File: config.mk
export PLATFORM = sky130hd
export DESIGN_NAME = audio_sample_fifo
export DESIGN_NICKNAME = d
export VERILOG_FILES = /design/src/rtl/asf_pkg.sv /design/src/rtl/asf_sample_queue.sv /design/src/rtl/asf_req_flag.sv /design/src/rtl/audio_sample_fifo.sv
export SDC_FILE = /design/constraint.sdc
export NUM_CORES = 1
export LEC_CHECK = 0
export BUFFER_PORTS_ARGS = -buffer_cell sky130_fd_sc_hd__buf_2
export CORE_AREA = 2 2 268 336
export CTS_CLUSTER_SIZE = 16
export DETAILED_ROUTE_END_ITERATION = 8
export DIE_AREA = 0 0 270 338
export GPL_TIMING_DRIVEN = 1
export PLACE_DENSITY = 0.65
export SLEW_MARGIN = 20
export SYNTH_ARGS = -nofsm -noshare
export SYNTH_HDL_FRONTEND = slang
export SYNTH_SLANG_ARGS = --single-unit
File: constraint.sdc
create_clock -name clk -period 7.01 [get_ports clk]
set_input_delay 0.3505 -clock clk [delete_from_list [all_inputs] [get_ports clk]]
set_output_delay 0.3505 -clock clk [all_outputs]
set_load 0.01 [all_outputs]
File: src/rtl/asf_pkg.sv
package asf_pkg;
  localparam int WORD_W   = 32;
  localparam int SAMPLE_W = 16;
  localparam int QDEPTH   = 32;
  localparam int THR_W    = 5;
  localparam int CNT_W    = $clog2(QDEPTH + 1);
  localparam int FIELD_W  = 6;

  typedef enum logic [2:0] {
    A_CTRL = 3'd0,
    A_ERR  = 3'd1,
    A_STAT = 3'd2,
    A_THR  = 3'd3,
    A_TXD  = 3'd4,
    A_RXD  = 3'd5
  } reg_addr_e;

  // control bits
  localparam int B_TXQ_HOLD = 0;
  localparam int B_RXQ_HOLD = 1;
  localparam int B_SOFT_RST = 2;
  localparam int B_TXREQ_EN = 3;
  localparam int B_RXREQ_EN = 4;
  // error bits (enable bits share the same positions in control)
  localparam int B_TX_UF = 29;
  localparam int B_TX_OF = 28;
  localparam int B_RX_UF = 27;
  localparam int B_RX_OF = 26;
  // status fields
  localparam int B_TX_CNT = 24;
  localparam int B_TX_REQ = 16;
  localparam int B_RX_CNT = 8;
  localparam int B_RX_REQ = 0;
  // threshold fields
  localparam int B_TX_THR = 8;
  localparam int B_RX_THR = 0;

  localparam logic [WORD_W-1:0] ERR_MASK =
    (32'd1 << B_TX_UF) | (32'd1 << B_TX_OF) | (32'd1 << B_RX_UF) | (32'd1 << B_RX_OF);
  localparam logic [WORD_W-1:0] CTRL_MASK =
    ERR_MASK | (32'd1 << B_TXQ_HOLD) | (32'd1 << B_RXQ_HOLD) |
    (32'd1 << B_TXREQ_EN) | (32'd1 << B_RXREQ_EN);

  function automatic logic tx_wants(input logic [CNT_W-1:0] cnt, input logic [THR_W-1:0] thr);
    return cnt <= CNT_W'(thr);
  endfunction

  function automatic logic rx_ready(input logic [CNT_W-1:0] cnt, input logic [THR_W-1:0] thr);
    return cnt > CNT_W'(thr);
  endfunction

  function automatic logic [WORD_W-1:0] pack_status(input logic [CNT_W-1:0] tc, input logic tf,
                                                     input logic [CNT_W-1:0] rc, input logic rf);
    logic [WORD_W-1:0] w;
    w = '0;
    w[B_TX_CNT +: FIELD_W] = FIELD_W'(tc);
    w[B_TX_REQ]            = tf;
    w[B_RX_CNT +: FIELD_W] = FIELD_W'(rc);
    w[B_RX_REQ]            = rf;
    return w;
  endfunction

  function automatic logic [WORD_W-1:0] pack_thr(input logic [THR_W-1:0] t, input logic [THR_W-1:0] r);
    logic [WORD_W-1:0] w;
    w = '0;
    w[B_TX_THR +: THR_W] = t;
    w[B_RX_THR +: THR_W] = r;
    return w;
  endfunction
endpackage

File: src/rtl/asf_sample_queue.sv
module asf_sample_queue #(
  parameter int DEPTH = 32,
  parameter int DW    = 16,
  localparam int PW   = (DEPTH > 1) ? $clog2(DEPTH) : 1,
  localparam int CW   = $clog2(DEPTH + 1)
) (
  input  logic          clk,
  input  logic          rst_n,
  input  logic          hold,
  input  logic          push,
  input  logic [DW-1:0] push_data,
  input  logic          pop,
  output logic [DW-1:0] head,
  output logic [CW-1:0] count,
  output logic          push_drop,
  output logic          pop_empty
);
  logic [DW-1:0] mem [DEPTH];
  logic [PW-1:0] wr_ptr, rd_ptr;
  logic          full, empty, push_ok, pop_ok;

  function automatic logic [PW-1:0] bump(input logic [PW-1:0] p);
    return (p == PW'(DEPTH - 1)) ? '0 : p + 1'b1;
  endfunction

  assign full      = (count == CW'(DEPTH));
  assign empty     = (count == '0);
  assign pop_ok    = pop & ~hold & ~empty;
  assign push_ok   = push & ~hold & (~full | pop_ok);
  assign push_drop = push & ~hold & full & ~pop_ok;
  assign pop_empty = pop & ~hold & empty;
  assign head      = empty ? '0 : mem[rd_ptr];

  always_ff @(posedge clk) begin
    if (push_ok) mem[wr_ptr] <= push_data;
  end

  always_ff @(posedge clk or negedge rst_n) begin
    if (!rst_n) begin
      wr_ptr <= '0;
      rd_ptr <= '0;
      count  <= '0;
    end else if (hold) begin
      wr_ptr <= '0;
      rd_ptr <= '0;
      count  <= '0;
    end else begin
      if (push_ok) wr_ptr <= bump(wr_ptr);
      if (pop_ok)  rd_ptr <= bump(rd_ptr);
      count <= count + CW'(push_ok) - CW'(pop_ok);
    end
  end

  p_count_bound_r2: assert property (@(posedge clk) disable iff (!rst_n)
    count <= CW'(DEPTH));
  p_drop_keeps_count_r6: assert property (@(posedge clk) disable iff (!rst_n)
    push_drop |=> $stable(count));
  p_hold_zero_r9: assert property (@(posedge clk) disable iff (!rst_n)
    hold |=> (count == '0));
endmodule

File: src/rtl/asf_req_flag.sv
module asf_req_flag (
  input  logic clk,
  input  logic rst_n,
  input  logic hold,
  input  logic cond,
  input  logic clr_wr,
  input  logic keep_bit,
  output logic flag
);
  logic clr_now;
  assign clr_now = clr_wr & ~keep_bit;

  always_ff @(posedge clk or negedge rst_n) begin
    if (!rst_n)    flag <= 1'b0;
    else if (hold) flag <= 1'b0;
    else           flag <= cond | (flag & ~clr_now);
  end

  p_level_sets_r4: assert property (@(posedge clk) disable iff (!rst_n)
    (!hold && cond) |=> flag);
  p_hold_clears_r9: assert property (@(posedge clk) disable iff (!rst_n)
    hold |=> !flag);
endmodule

File: src/rtl/audio_sample_fifo.sv
module audio_sample_fifo
  import asf_pkg::*;
(
  input  logic                clk,
  input  logic                rst_n,
  input  logic                reg_wr,
  input  logic                reg_rd,
  input  logic [2:0]          reg_addr,
  input  logic [WORD_W-1:0]   reg_wdata,
  output logic [WORD_W-1:0]   reg_rdata,
  input  logic                ser_tx_pop,
  output logic [SAMPLE_W-1:0] ser_tx_sample,
  input  logic                ser_rx_push,
  input  logic [SAMPLE_W-1:0] ser_rx_sample,
  output logic                irq_tx_req,
  output logic                irq_rx_req,
  output logic                irq_err
);
  localparam int SHI = WORD_W - SAMPLE_W;

  logic [WORD_W-1:0]   ctrl_q, err_q, err_keep, err_ev;
  logic [THR_W-1:0]    tx_thr, rx_thr;
  logic [CNT_W-1:0]    tx_count, rx_count;
  logic [SAMPLE_W-1:0] rx_head;
  logic                soft_rst, tx_hold, rx_hold;
  logic                tx_push, rx_pop, stat_wr, err_wr;
  logic                tx_drop, tx_under, rx_drop, rx_under;
  logic                tx_flag, rx_flag;

  // register decode
  assign soft_rst = reg_wr && (reg_addr == A_CTRL) && reg_wdata[B_SOFT_RST];
  assign stat_wr  = reg_wr && (reg_addr == A_STAT);
  assign err_wr   = reg_wr && (reg_addr == A_ERR);
  assign tx_push  = reg_wr && (reg_addr == A_TXD);
  assign rx_pop   = reg_rd && (reg_addr == A_RXD);
  assign tx_hold  = ctrl_q[B_TXQ_HOLD] | soft_rst;
  assign rx_hold  = ctrl_q[B_RXQ_HOLD] | soft_rst;

  asf_sample_queue #(.DEPTH(QDEPTH), .DW(SAMPLE_W)) u_txq (
    .clk(clk), .rst_n(rst_n), .hold(tx_hold),
    .push(tx_push), .push_data(reg_wdata[WORD_W-1:SHI]),
    .pop(ser_tx_pop), .head(ser_tx_sample), .count(tx_count),
    .push_drop(tx_drop), .pop_empty(tx_under));

  asf_sample_queue #(.DEPTH(QDEPTH), .DW(SAMPLE_W)) u_rxq (
    .clk(clk), .rst_n(rst_n), .hold(rx_hold),
    .push(ser_rx_push), .push_data(ser_rx_sample),
    .pop(rx_pop), .head(rx_head), .count(rx_count),
    .push_drop(rx_drop), .pop_empty(rx_under));

  asf_req_flag u_txflag (
    .clk(clk), .rst_n(rst_n), .hold(tx_hold),
    .cond(tx_wants(tx_count, tx_thr)), .clr_wr(stat_wr),
    .keep_bit(reg_wdata[B_TX_REQ]), .flag(tx_flag));

  asf_req_flag u_rxflag (
    .clk(clk), .rst_n(rst_n), .hold(rx_hold),
    .cond(rx_ready(rx_count, rx_thr)), .clr_wr(stat_wr),
    .keep_bit(reg_wdata[B_RX_REQ]), .flag(rx_flag));

  // control and thresholds
  always_ff @(posedge clk or negedge rst_n) begin
    if (!rst_n) begin
      ctrl_q <= '0;
      tx_thr <= '0;
      rx_thr <= '0;
    end else if (reg_wr) begin
      if (reg_addr == A_CTRL) ctrl_q <= reg_wdata & CTRL_MASK;
      if (reg_addr == A_THR) begin
        tx_thr <= reg_wdata[B_TX_THR +: THR_W];
        rx_thr <= reg_wdata[B_RX_THR +: THR_W];
      end
    end
  end

  // sticky errors: set wins, write-zero clears
  always_comb begin
    err_ev = '0;
    err_ev[B_TX_OF] = tx_drop;
    err_ev[B_TX_UF] = tx_under;
    err_ev[B_RX_OF] = rx_drop;
    err_ev[B_RX_UF] = rx_under;
    err_keep = err_wr ? reg_wdata : '1;
  end

  always_ff @(posedge clk or negedge rst_n) begin
    if (!rst_n)        err_q <= '0;
    else if (soft_rst) err_q <= '0;
    else               err_q <= ((err_q & err_keep) | err_ev) & ERR_MASK;
  end

  // read port, one cycle latency
  always_ff @(posedge clk or negedge rst_n) begin
    if (!rst_n) reg_rdata <= '0;
    else if (reg_rd) begin
      unique case (reg_addr)
        A_CTRL:  reg_rdata <= ctrl_q;
        A_ERR:   reg_rdata <= err_q;
        A_STAT:  reg_rdata <= pack_status(tx_count, tx_flag, rx_count, rx_flag);
        A_THR:   reg_rdata <= pack_thr(tx_thr, rx_thr);
        A_RXD:   reg_rdata <= {rx_head, {SHI{1'b0}}};
        default: reg_rdata <= '0;
      endcase
    end
  end

  assign irq_tx_req = tx_flag & ctrl_q[B_TXREQ_EN];
  assign irq_rx_req = rx_flag & ctrl_q[B_RXREQ_EN];
  assign irq_err    = |(err_q & ctrl_q & ERR_MASK);

  p_single_op: assert property (@(posedge clk) disable iff (!rst_n)
    !(reg_wr && reg_rd));
  p_rx_empty_read_zero_r7: assert property (@(posedge clk) disable iff (!rst_n)
    (rx_pop && !rx_hold && rx_count == '0) |=> (reg_rdata == '0) && err_q[B_RX_UF]);
  p_tx_overflow_flag_r6: assert property (@(posedge clk) disable iff (!rst_n)
    tx_drop |=> err_q[B_TX_OF]);
  p_err_sticky_r8: assert property (@(posedge clk) disable iff (!rst_n)
    !(err_wr || soft_rst) |=> ((err_q & $past(err_q)) == $past(err_q)));
  p_rx_level_r5: assert property (@(posedge clk) disable iff (!rst_n)
    (!rx_hold && rx_count > CNT_W'(rx_thr)) |=> rx_flag);
  p_soft_clears_r10: assert property (@(posedge clk) disable iff (!rst_n)
    soft_rst |=> (err_q == '0) && (tx_count == '0) && (rx_count == '0) && !tx_flag && !rx_flag);
endmodule

==> results.sh <==
export IMPL_cp_max_fo=45
export IMPL_synth_top_area_share_pct=70.3
export IMPL_avgSynthCellArea_um2=20.8
export IMPL_yosys_area_share_adder_pct=1.29
export IMPL_p_sw_mw=3.90
export IMPL_crit_arrival_ns=3.62
export IMPL_whs_ns=0.111
export IMPL_p_seq_share_pct=47.2
export IMPL_gr_usage_all_layers_pct=21.5
export IMPL_worst_pin_slew_ns=1.08
export IMPL_combPwrFrac_pct=16.1
export IMPL_nets=2374
export IMPL_dr_pass1_iters=6
export IMPL_p_clk_share_pct=36.7
export IMPL_synth_common_cells="1024 x edfxtp_1, 290 x mux4_2, 100 x nor2_1, 83 x dfrtp_1, 68 x inv_1"
export IMPL_ys_seq_area_share_pct=75.0
export IMPL_synthSimpleGateAreaFrac_pct=2.70
export IMPL_fillCellCount=6595
export IMPL_place_congestion=0.833
export IMPL_cts_root_buf="clkbuf_16"
export IMPL_place_area_mm2=0.0458
export IMPL_pwr_density_cell_mw_per_mm2=323
export IMPL_worstSetupPathType="register to output pin"
export IMPL_ant_nets=0
export IMPL_fmax_ghz=0.252
export IMPL_die_h_um=338
export IMPL_synth_edf_count=1024
export IMPL_yosys_warnings=0
export IMPL_synth_most_common_cell="edfxtp_1"
export IMPL_dpl_hpwl_um=57200
export IMPL_clk_latency_ns=0.67
export IMPL_die_area_mm2=0.0913
export IMPL_synthesis_area_mm2=0.0438
export IMPL_drive_above_1_share_pct=29.5
export IMPL_yosysTopAreaCell="edfxtp_1"
export IMPL_p_int_mw=12.1
export IMPL_async_flop_share_pct=7.50
export IMPL_rows=122
export IMPL_ys_flop_type="edfxtp_1"
export IMPL_post_route_period_util_pct=56.6
export IMPL_cts_htree_levels=3
export IMPL_required_ns=6.66
export IMPL_clock_sinks=1107
export IMPL_design_area_mm2=0.0496
export IMPL_status="completed"
export IMPL_synth_compound_area_share_pct=2.59
export IMPL_synth_area_leaders="edfxtp_1 70%, mux4_2 15%, dfrtp_1 4.7%"
export IMPL_finalMaxSlewViolations=0
export IMPL_synthMuxAreaShare_pct=16.3
export IMPL_finalSetupViolations=0
export IMPL_grt_overflow_total=0
export IMPL_ir_worst_vdd_v=0.000367
export IMPL_ys_seq_elements=1107
export IMPL_first_global_vias=22000
export IMPL_synth_top_family_by_area="multiplexers"
export IMPL_p_leak_nw=15.9
export IMPL_hold_viol_final=0
export IMPL_cts_clk_slew_worst_paths_ns=0.06
export IMPL_finalNonFillerCells=3543
export IMPL_drc=0
export IMPL_tns_ns=0
export IMPL_die_w_um=270
export IMPL_core_area_mm2=0.0881
export IMPL_grt_setup_unrepaired="no"
export IMPL_post_cts_buffers=0
export IMPL_dp_cells=3332
export IMPL_synth_distinct_cells=59
export IMPL_ctsResizeCount=0
export IMPL_cts_buffers=106
export IMPL_grt_start_max_net_pins=117
export IMPL_grt_pass1_wl_um=144000
export IMPL_critPathLaunchType="register"
export IMPL_synth_cells=2100
export IMPL_p_sw_share_pct=24.4
export IMPL_start_util_pct=49.7
export IMPL_slew_headroom_pct=27.8
export IMPL_fin_skew_ns=0.0259
export IMPL_antenna_found_initial=3
export IMPL_synthXorXnorAreaFrac_pct=0.160
export IMPL_cts_tree="yes"
export IMPL_io_pins=108
export IMPL_vias=21000
export IMPL_clockBufferDepth=3
export IMPL_routed_wl_um=96100
export IMPL_fin_crit_ns=3.97
export IMPL_maxCapViolCount=0
export IMPL_vias_per_cell=5.92
export IMPL_portBuffers=96
export IMPL_wl_per_cell_um=27.1
export IMPL_cp_end_kind="output pin"
export IMPL_drt_initial_drc_count=1935
export IMPL_min_path_type="input port to register"
export IMPL_area_delta_synth_final_pct=13.3
==> worst paths after layout <==
check                                             from                           to  slack [ns]  cells past startpoint
min in group asynchronous                        rst_n    reg_rdata[13]$_DFFE_PN0P_        0.12                      2
min                                       reg_wdata[2]        rx_thr[2]$_DFFE_PN0P_        0.11                      2
min reg2reg                  reg_rdata[31]$_DFFE_PN0P_    reg_rdata[31]$_DFFE_PN0P_        0.53                      2
max reg2reg                      ctrl_q[0]$_DFFE_PN0N_   u_txq.mem[21][7]$_DFFE_PP_        3.63                      4
max in group asynchronous                        rst_n  u_txq.rd_ptr[1]$_DFFE_PN0P_        5.64                      3
max                        u_txq.rd_ptr[0]$_DFFE_PN0P_             ser_tx_sample[2]        3.04                      6
==> state kept, by name (all words and copies together), names as in the netlist <==
name and count:
u_txq.rd_ptr 5, reg_rdata 27, u_rxq.wr_ptr 5, u_txflag.flag 1, u_txq.mem 512, tx_thr 5
rx_thr 5, ctrl_q 8, err_q 4, u_txq.count 6, u_rxq.count 6, u_txq.wr_ptr 5
u_rxflag.flag 1, u_rxq.mem 512, u_rxq.rd_ptr 5
==> area by class of cell <==
| cell class | instances | area, µm² | share of cell area [%] |
|---|---|---|---|
| Sequential cell | 1107 | 32800 | 66.3 |
| Tap cell | 1178 | 1470 | 2.97 |
| Timing Repair Buffer | 171 | 1110 | 2.24 |
| Antenna cell | 1 | 2.50 | 0.00505 |
| Inverter | 79 | 297 | 0.598 |
| Clock inverter | 78 | 865 | 1.74 |
| Clock buffer | 121 | 2750 | 5.55 |
| Multi-Input combinational cell | 808 | 10200 | 20.6 |
==> per-layer routing <==
metal / wire, µm / GRT usage (%) / vias up
li1: - / - / 8983
met1: 36900 / 26.7 / 11200
met2: 52100 / 39.0 / 623
met3: 4440 / 2.77 / 149
met4: 2590 / 7.15 / 2
met5: 13 / 0 / -
==> layout by cell type, fill, tap and decap left out, types with 36 or more instances in the layout <==
master     instances
nor2_1            68
inv_1             68
mux2_2            36
buf_2             95
ha_1              42
mux4_2           290
dfrtp_1           76
o22ai_1           60
buf_4             62
clkbuf_16        108
edfxtp_1        1024
==> power by group through the flow <==
| stage | clock [mW] | sequential (mW) | combinational [mW] |
|---|---|---|---|
| floorplan | 0 | 7.58 | 1.97 |
| global placement | 0 | 7.68 | 2.55 |
| detailed placement | 0 | 7.69 | 2.61 |
| CTS | 5.99 | 7.55 | 2.62 |
| global route | 6.24 | 7.57 | 2.80 |
| finish | 5.88 | 7.55 | 2.57 |
==> critical path: stages, from the launching register on <==
cell and delay (ns):
dfrtp_4 0.61, buf_4 0.75, mux4_2 0.61, mux4_2 0.46, inv_1 0.16, o22ai_1 0.11, buf_2 0.18
==> kinds of logic after synthesis <==
| logic type | Yosys count |
|---|---|
| AO/OA/AOI/OAI | 170 |
| XOR/XNOR | 8 |
| adder cells (fa/ha/maj) | 44 |
| buffers and inverters | 189 |
| flip-flops | 1107 |
| multiplexers | 345 |
| other | 1 |
| AND/OR/NAND/NOR | 236 |
==> through the flow <==
stage | total power, mW | utilization [%] | worst slack, ns
finish | 16.0 | 56.3 | 3.04
floorplan | 9.55 | - | 3.78
detailed placement | 10.3 | 52.0 | 3.07
global placement | 10.2 | 52.0 | 3.08
CTS | 16.2 | 56.3 | 2.92
global route | 16.6 | 56.3 | 2.78
==> repair_timing <==
item | CTS | global route
endpoints found under the setup margin | 0 | 0
endpoints found under the hold margin | 35 | 0
hold buffers | 11 | 0
Note: power is estimated with default switching activity, not from simulation.
